### src/rtl/flashreg_pkg.sv
package flashreg_pkg;
  localparam int REG_W = 16;
  localparam int SEL_W = 3;
  localparam int KIND_W = 2;

  typedef enum logic [SEL_W-1:0] {
    SEL_CMD  = 3'd0,
    SEL_CFG1 = 3'd1,
    SEL_CFG2 = 3'd2,
    SEL_STAT = 3'd3,
    SEL_INT  = 3'd4
  } reg_sel_e;

  typedef enum logic [KIND_W-1:0] {
    EV_NONE  = 2'd0,
    EV_ERASE = 2'd1,
    EV_PROG  = 2'd2,
    EV_LOAD  = 2'd3
  } ev_kind_e;

  localparam int INT_MASTER = 15;
  localparam int INT_EV_BASE = 4;
  localparam int ST_CMD = 10;
  localparam int CFG1_POL = 6;
  localparam int CFG1_RDY = 7;
  localparam int CFG1_RD_LSB = 5;

  localparam logic [REG_W-1:0] CFG1_RST = 16'h40C0;
  localparam logic [REG_W-1:0] CFG2_RST = 16'h0000;
  localparam logic [REG_W-1:0] INT_COLD = 16'h8080;
  localparam logic [REG_W-1:0] INT_WARM = 16'h8010;
  localparam logic [REG_W-1:0] ERR_MASK = 16'h3C00;
  localparam logic [REG_W-1:0] CFG1_RD_MASK = ~((REG_W'(1) << CFG1_RD_LSB) - REG_W'(1));

  function automatic logic [REG_W-1:0] kind_int_bit(input logic [KIND_W-1:0] k);
    return (k == '0) ? '0 : (REG_W'(1) << (INT_EV_BASE + int'(k)));
  endfunction

  function automatic logic [REG_W-1:0] kind_err_bit(input logic [KIND_W-1:0] k);
    return (k == '0) ? '0 : (REG_W'(1) << (ST_CMD + int'(k)));
  endfunction
endpackage

### src/rtl/flashreg_cmd_decode.sv
module flashreg_cmd_decode
  import flashreg_pkg::*;
(
  input  logic [REG_W-1:0] code,
  output logic             known,
  output logic             is_reset
);
  logic upper_zero;
  assign upper_zero = (code[REG_W-1:8] == '0);

  always_comb begin
    known    = 1'b0;
    is_reset = 1'b0;
    if (upper_zero) begin
      case (code[7:0])
        8'h00, 8'h13, 8'h80, 8'h1A, 8'h1B,
        8'h23, 8'h27, 8'h2A, 8'h2C, 8'h30,
        8'h65, 8'h71, 8'h94, 8'h95, 8'hB0: known = 1'b1;
        8'hF0, 8'hF3:                      is_reset = 1'b1;
        default: ;
      endcase
    end
  end
endmodule

### src/rtl/flashreg_cfg.sv
module flashreg_cfg
  import flashreg_pkg::*;
(
  input  logic             clk,
  input  logic             rst_n,
  input  logic             warm,
  input  logic             wr_cfg1,
  input  logic             wr_cfg2,
  input  logic [REG_W-1:0] wr_data,
  output logic [REG_W-1:0] cfg1_q,
  output logic [REG_W-1:0] cfg2_q,
  output logic             rdy_q
);
  always_ff @(posedge clk or negedge rst_n) begin
    if (!rst_n) begin
      cfg1_q <= CFG1_RST;
      cfg2_q <= CFG2_RST;
      rdy_q  <= 1'b1;
    end else if (warm) begin
      cfg1_q <= CFG1_RST;
      cfg2_q <= CFG2_RST;
      rdy_q  <= 1'b1;
    end else begin
      if (wr_cfg1) begin
        cfg1_q <= wr_data;
        rdy_q  <= wr_data[CFG1_RDY];
      end
      if (wr_cfg2) cfg2_q <= wr_data;
    end
  end
endmodule

### src/rtl/flashreg_events.sv
module flashreg_events
  import flashreg_pkg::*;
(
  input  logic              clk,
  input  logic              rst_n,
  input  logic              warm,
  input  logic              wr_int,
  input  logic [REG_W-1:0]  wr_data,
  input  logic              unk_cmd,
  input  logic              evt_valid,
  input  logic [KIND_W-1:0] evt_kind,
  input  logic              evt_err,
  output logic [REG_W-1:0]  int_q,
  output logic [REG_W-1:0]  stat_q
);
  logic [REG_W-1:0] int_masked;
  logic [REG_W-1:0] int_n;
  logic [REG_W-1:0] stat_n;

  always_comb begin
    int_masked = wr_int ? (int_q & wr_data) : int_q;
    stat_n     = stat_q;
    if (wr_int && !int_masked[INT_MASTER]) stat_n = stat_n & ~ERR_MASK;
    int_n = int_masked;
    if (unk_cmd) begin
      int_n[INT_MASTER] = 1'b1;
      stat_n[ST_CMD]    = 1'b1;
    end
    if (evt_valid) begin
      int_n[INT_MASTER] = 1'b1;
      int_n = int_n | kind_int_bit(evt_kind);
      if (evt_err) begin
        stat_n[ST_CMD] = 1'b1;
        stat_n = stat_n | kind_err_bit(evt_kind);
      end
    end
  end

  always_ff @(posedge clk or negedge rst_n) begin
    if (!rst_n) begin
      int_q  <= INT_COLD;
      stat_q <= '0;
    end else if (warm) begin
      int_q  <= INT_WARM;
      stat_q <= '0;
    end else begin
      int_q  <= int_n;
      stat_q <= stat_n;
    end
  end
endmodule

### src/rtl/flashreg_ctrl.sv
module flashreg_ctrl
  import flashreg_pkg::*;
(
  input  logic              clk,
  input  logic              rst_n,
  input  logic              warm_rst,
  input  logic              wr_en,
  input  logic [SEL_W-1:0]  wr_sel,
  input  logic [REG_W-1:0]  wr_data,
  input  logic [SEL_W-1:0]  rd_sel,
  output logic [REG_W-1:0]  rd_data,
  input  logic              evt_valid,
  input  logic [KIND_W-1:0] evt_kind,
  input  logic              evt_err,
  output logic              cmd_go,
  output logic [REG_W-1:0]  cmd_code,
  output logic              irq,
  output logic              rdy
);
  logic [REG_W-1:0] cmd_q;
  logic [REG_W-1:0] cfg1_q;
  logic [REG_W-1:0] cfg2_q;
  logic [REG_W-1:0] int_q;
  logic [REG_W-1:0] stat_q;
  logic             go_q;
  logic             code_known;
  logic             code_reset;
  logic             cmd_accept;
  logic             warm;

  flashreg_cmd_decode u_dec (
    .code     (wr_data),
    .known    (code_known),
    .is_reset (code_reset)
  );

  // Acceptance looks at the master bit as it stands before this cycle's edge.
  assign cmd_accept = wr_en && (wr_sel == SEL_CMD) && !int_q[INT_MASTER];
  assign warm       = warm_rst || (cmd_accept && code_reset);

  flashreg_cfg u_cfg (
    .clk     (clk),
    .rst_n   (rst_n),
    .warm    (warm),
    .wr_cfg1 (wr_en && (wr_sel == SEL_CFG1)),
    .wr_cfg2 (wr_en && (wr_sel == SEL_CFG2)),
    .wr_data (wr_data),
    .cfg1_q  (cfg1_q),
    .cfg2_q  (cfg2_q),
    .rdy_q   (rdy)
  );

  flashreg_events u_evt (
    .clk       (clk),
    .rst_n     (rst_n),
    .warm      (warm),
    .wr_int    (wr_en && (wr_sel == SEL_INT)),
    .wr_data   (wr_data),
    .unk_cmd   (cmd_accept && !code_known && !code_reset),
    .evt_valid (evt_valid),
    .evt_kind  (evt_kind),
    .evt_err   (evt_err),
    .int_q     (int_q),
    .stat_q    (stat_q)
  );

  always_ff @(posedge clk or negedge rst_n) begin
    if (!rst_n) begin
      cmd_q <= '0;
      go_q  <= 1'b0;
    end else if (warm) begin
      cmd_q <= '0;
      go_q  <= 1'b0;
    end else begin
      go_q <= cmd_accept && code_known;
      if (cmd_accept) cmd_q <= wr_data;
    end
  end

  always_comb begin
    case (rd_sel)
      SEL_CMD:  rd_data = cmd_q;
      SEL_CFG1: rd_data = cfg1_q & CFG1_RD_MASK;
      SEL_CFG2: rd_data = cfg2_q;
      SEL_STAT: rd_data = stat_q;
      SEL_INT:  rd_data = int_q;
      default:  rd_data = '0;
    endcase
  end

  assign cmd_go   = go_q;
  assign cmd_code = cmd_q;
  assign irq      = int_q[INT_MASTER] ^ ~cfg1_q[CFG1_POL];
endmodule

### config.mk
export PLATFORM = sky130hd
export DESIGN_NAME = flashreg_ctrl
export DESIGN_NICKNAME = d
export VERILOG_FILES = /design/src/rtl/flashreg_pkg.sv /design/src/rtl/flashreg_cmd_decode.sv /design/src/rtl/flashreg_cfg.sv /design/src/rtl/flashreg_events.sv /design/src/rtl/flashreg_ctrl.sv
export SDC_FILE = /design/constraint.sdc
export NUM_CORES = 1
export LEC_CHECK = 0
export CORE_ASPECT_RATIO = 0.8
export CORE_MARGIN = 2
export CORE_UTILIZATION = 52
export DETAILED_ROUTE_END_ITERATION = 7
export PLACE_DENSITY_LB_ADDON = 0.05
export SYNTH_ARGS = -nofsm -noshare
export SYNTH_HDL_FRONTEND = slang
export SYNTH_SLANG_ARGS = --single-unit
### constraint.sdc
create_clock -name clk -period 2.6 [get_ports clk]
set_input_delay 0.78 -clock clk [delete_from_list [all_inputs] [get_ports clk]]
set_output_delay 0.78 -clock clk [all_outputs]
set_load 0.1 [all_outputs]
==> results.md <==
- Synth area leaders: dfrtp_1 45%, nand2_1 6.2%, a21oi_1 5.6%
- CTS root buffer: clkbuf_8
- Post-synth top area share: 0.4484
- Top FF cell, synth: dfrtp_1
- Synth top cells by count: 63 x dfrtp_1, 58 x nand2_1, 39 x a21oi_1, 35 x nor2_1, 21 x o21ai_0
- CTS max path bufs: 2
- Critical Path End Type: output port
- HPWL after detailed placement: 7871 um
- Iteration-0 DRC Markers: 337
- Pins Over Slew Limit: 0
- Worst path most repeated cell: buf_12
- Tightest Hold Check Type: in -> async
- Synth unique cells: 52
- Share of cells above drive strength 1: 0.4189
- Routed Antenna Nets: 0
- Final Cycle Share: 0.9987
- Critical path required time: 1.82 ns
- Worst-Margin Slew: 0.5441 ns
- Worst setup SP type: primary input
- Area grow syn2layout: 54.80%
- Metal2 WL: 5871 um
- Vias/cell: 6.063
- Top-count cell post-synth: dfrtp_1
- Die ar.: 7439 um2
- Drc violations: 0
- CP top delay family: buffers and inverters
- Max Clock Skew: 0.009865 ns
- Mapped Cells: 373
- Slew HR: 0.6372
- Final WL: 11960 um
- Clk sinks: 68
- Starting Density: 0.5431
- IO Port Bufs: 64
- H-Tree Depth: 3
- Register area: 1710 um2
- Core area: 6474 um2
- Area after DPL: 4900 um2
- Fmax: 385.1 MHz
- Cell area after layout: 5443 um2
- Sequential share of the synthesized area: 0.4858
- Crit path time final: 2.597 ns
- PD cells: 487.3 nW/um2
- Maximum vdd drop: 0.3510 mV
- Hold Violations, Final: 0
- CP max-delay cell: mux2_4
- Layout Cells excl Fill: 571
- Yosys reg bits: 68
- CP max FO: 8
- Wire per inst: 20.94 um
- Synth Warn #: 0
- Hold-fix buffer count after cts: 0
- Final GP Congestion: 0.8659
- RSZ-0062 raised after global routing: yes
- Final hold slack: 0.4018 ns
- Crit path kind: in -> out
- Syn Std Cell Area: 3516 um2
- Bufs and invs on worst path: 3
- DR vias: 3462
- Skew-Pair Late Insertion Delay: 0.35 ns
- Status: finished, final reports clean
- Fillcell total: 363
- Critical R2R Launch: u_evt.int_q[15]$_DFF_PN1_
- Yosys top cell by area: dfrtp_1
- Final setup viols: 0
- Clock-pin slew on the worst setup and hold paths: 0.08 ns
- Fin nets: 512
- Overall routing resource usage: 0.3361
- Top sig layer: met4
- # diodes: 0
- Largest net degree at the start of global routing: 39
- Post-Syn Nets: 403
- Placed Cells: 548
- # rows: 26
- Die span in y: 77.55 um
- 1st-pass router iterations: 6
- Horiz. Die Dim: 95.93 um
- Met3 wire length: 1001 um
- CP cell instances: buf_12 -> buf_8 -> mux2_4 -> a22oi_2 -> o22ai_4 -> buf_12
- Number of global-route vias before repair: 3497
- Asr flop ratio synth: 1.000
- Highest cell delay on the worst timing path: 0.29 ns
- Max Cap Violations: 0
- Worst R2R Setup Slack: 0.81 ns
- Initial antenna violation count: 0
- IO Pins: 65
- Post-synth EDFFs: 0
- Lkg Pwr: 2.315 nW
- Multi-input logic area: 2012 um2
- Grt ovf: 0
- Mean post-synth cell area: 9.426 um2
- Worst R2R End: cmd_go$_DFF_PN0_
- First-pass GRT wire length: 18560 um
- Reg2reg path depth: 4
- CTS tree: yes
- Total CTS buffers: 9
- Met1 WL: 4800 um
- Worst EP arrival: 1.82 ns
## kinds of logic after synthesis
| logic type | count (synthesis) | synth area share |
|---|---|---|
| compound gates | 111 | 0.2068 |
| xor+xnor | 3 | 0.007475 |
| buf+inv | 35 | 0.04982 |
| flops | 68 | 0.4858 |
| mux | 17 | 0.05125 |
| simple gates | 139 | 0.1989 |
## metrics by stage
stage	power, mW	util	TNS (ns)	worst slack [ns]
finish	2.652	0.8407	0	0.003424
global route	2.731	0.8407	-0.07585	-0.03292
CTS	2.628	0.8241	-0.8397	-0.1278
detailed placement	1.500	0.7569	-12.37	-0.7932
global placement	1.492	0.7569	-11.92	-0.6953
floorplan	1.312	-	-0.4375	-0.04989
## how the worst max path moves through the flow
stage               startpoint           to  slack, ns  cells after the start
floorplan            rd_sel[0]   rd_data[7]      -0.05                      5
global placement     rd_sel[0]  rd_data[10]      -0.70                      6
detailed placement   rd_sel[0]  rd_data[11]      -0.79                      6
CTS                  rd_sel[0]  rd_data[12]      -0.13                      7
global route         rd_sel[0]  rd_data[11]      -0.03                      6
finish               rd_sel[0]  rd_data[11]      0.003                      6
## sequential cells by signal (all words and copies together), names as in the netlist
signal        flops
cmd_code         16
u_cfg.cfg2_q     16
u_evt.stat_q      8
u_cfg.cfg1_q     11
cmd_go            1
u_evt.int_q      16
## routing by layer
layer	vias up	global-route usage
met5	-	0
met4	0	0.1514
met3	33	0.09515
met2	195	0.5056
met1	1689	0.4504
li1	1545	-
## repair_timing
action                     4_1_cts  5_1_grt
setup buffers                    4        3
cloned                           0        1
setup endpoints to repair       16       14
gates resized for setup         36       17
pin swaps                        6        5
## area by class of cell
| class | instances | area share |
|---|---|---|
| Clock buffer | 11 | 0.02782 |
| Clock inverter | 5 | 0.01977 |
| Inverter | 6 | 0.004138 |
| Multi-Input combinational cell | 270 | 0.3697 |
| Sequential cell | 68 | 0.3143 |
| Tap cell | 84 | 0.01931 |
| Timing Repair Buffer | 127 | 0.2451 |
## worst register-to-register path, delay by kind of cell, from the launching register on
kind               cells  cell delay [ns]
and+or+nand+nor        3             1.06
DFF                    1             0.43
AOI/OAI and AO/OA      1             0.25
## where the power goes
part / switching [mW] / internal [mW] / total [mW]
Sequential: 0.0140 / 1.07 / 1.09
Combinational: 0.253 / 0.189 / 0.442
Clock: 0.429 / 0.693 / 1.12
## cells in the final DEF (no fill, tap or decap), types with 4 or more instances in the layout
| master | instances |
|---|---|
| clkbuf_8 | 11 |
| dfrtp_1 | 61 |
| clkdlybuf4s50_1 | 25 |
| o22ai_4 | 8 |
| mux2_2 | 6 |
| dfstp_2 | 5 |
| a21oi_1 | 32 |
| nor3b_1 | 4 |
| nor2_1 | 27 |
| a22oi_2 | 16 |
| buf_4 | 70 |
| o21ai_0 | 18 |
| nor4_1 | 4 |
| nand2b_1 | 4 |
| a21oi_2 | 5 |
| a22o_1 | 4 |
| nor2_4 | 7 |
| nand3b_1 | 7 |
| buf_12 | 22 |
| mux2i_1 | 7 |
| a22o_2 | 11 |
| nand2_1 | 58 |
| inv_1 | 6 |
| buf_6 | 6 |
Note: power is estimated with default switching activity, not from simulation.
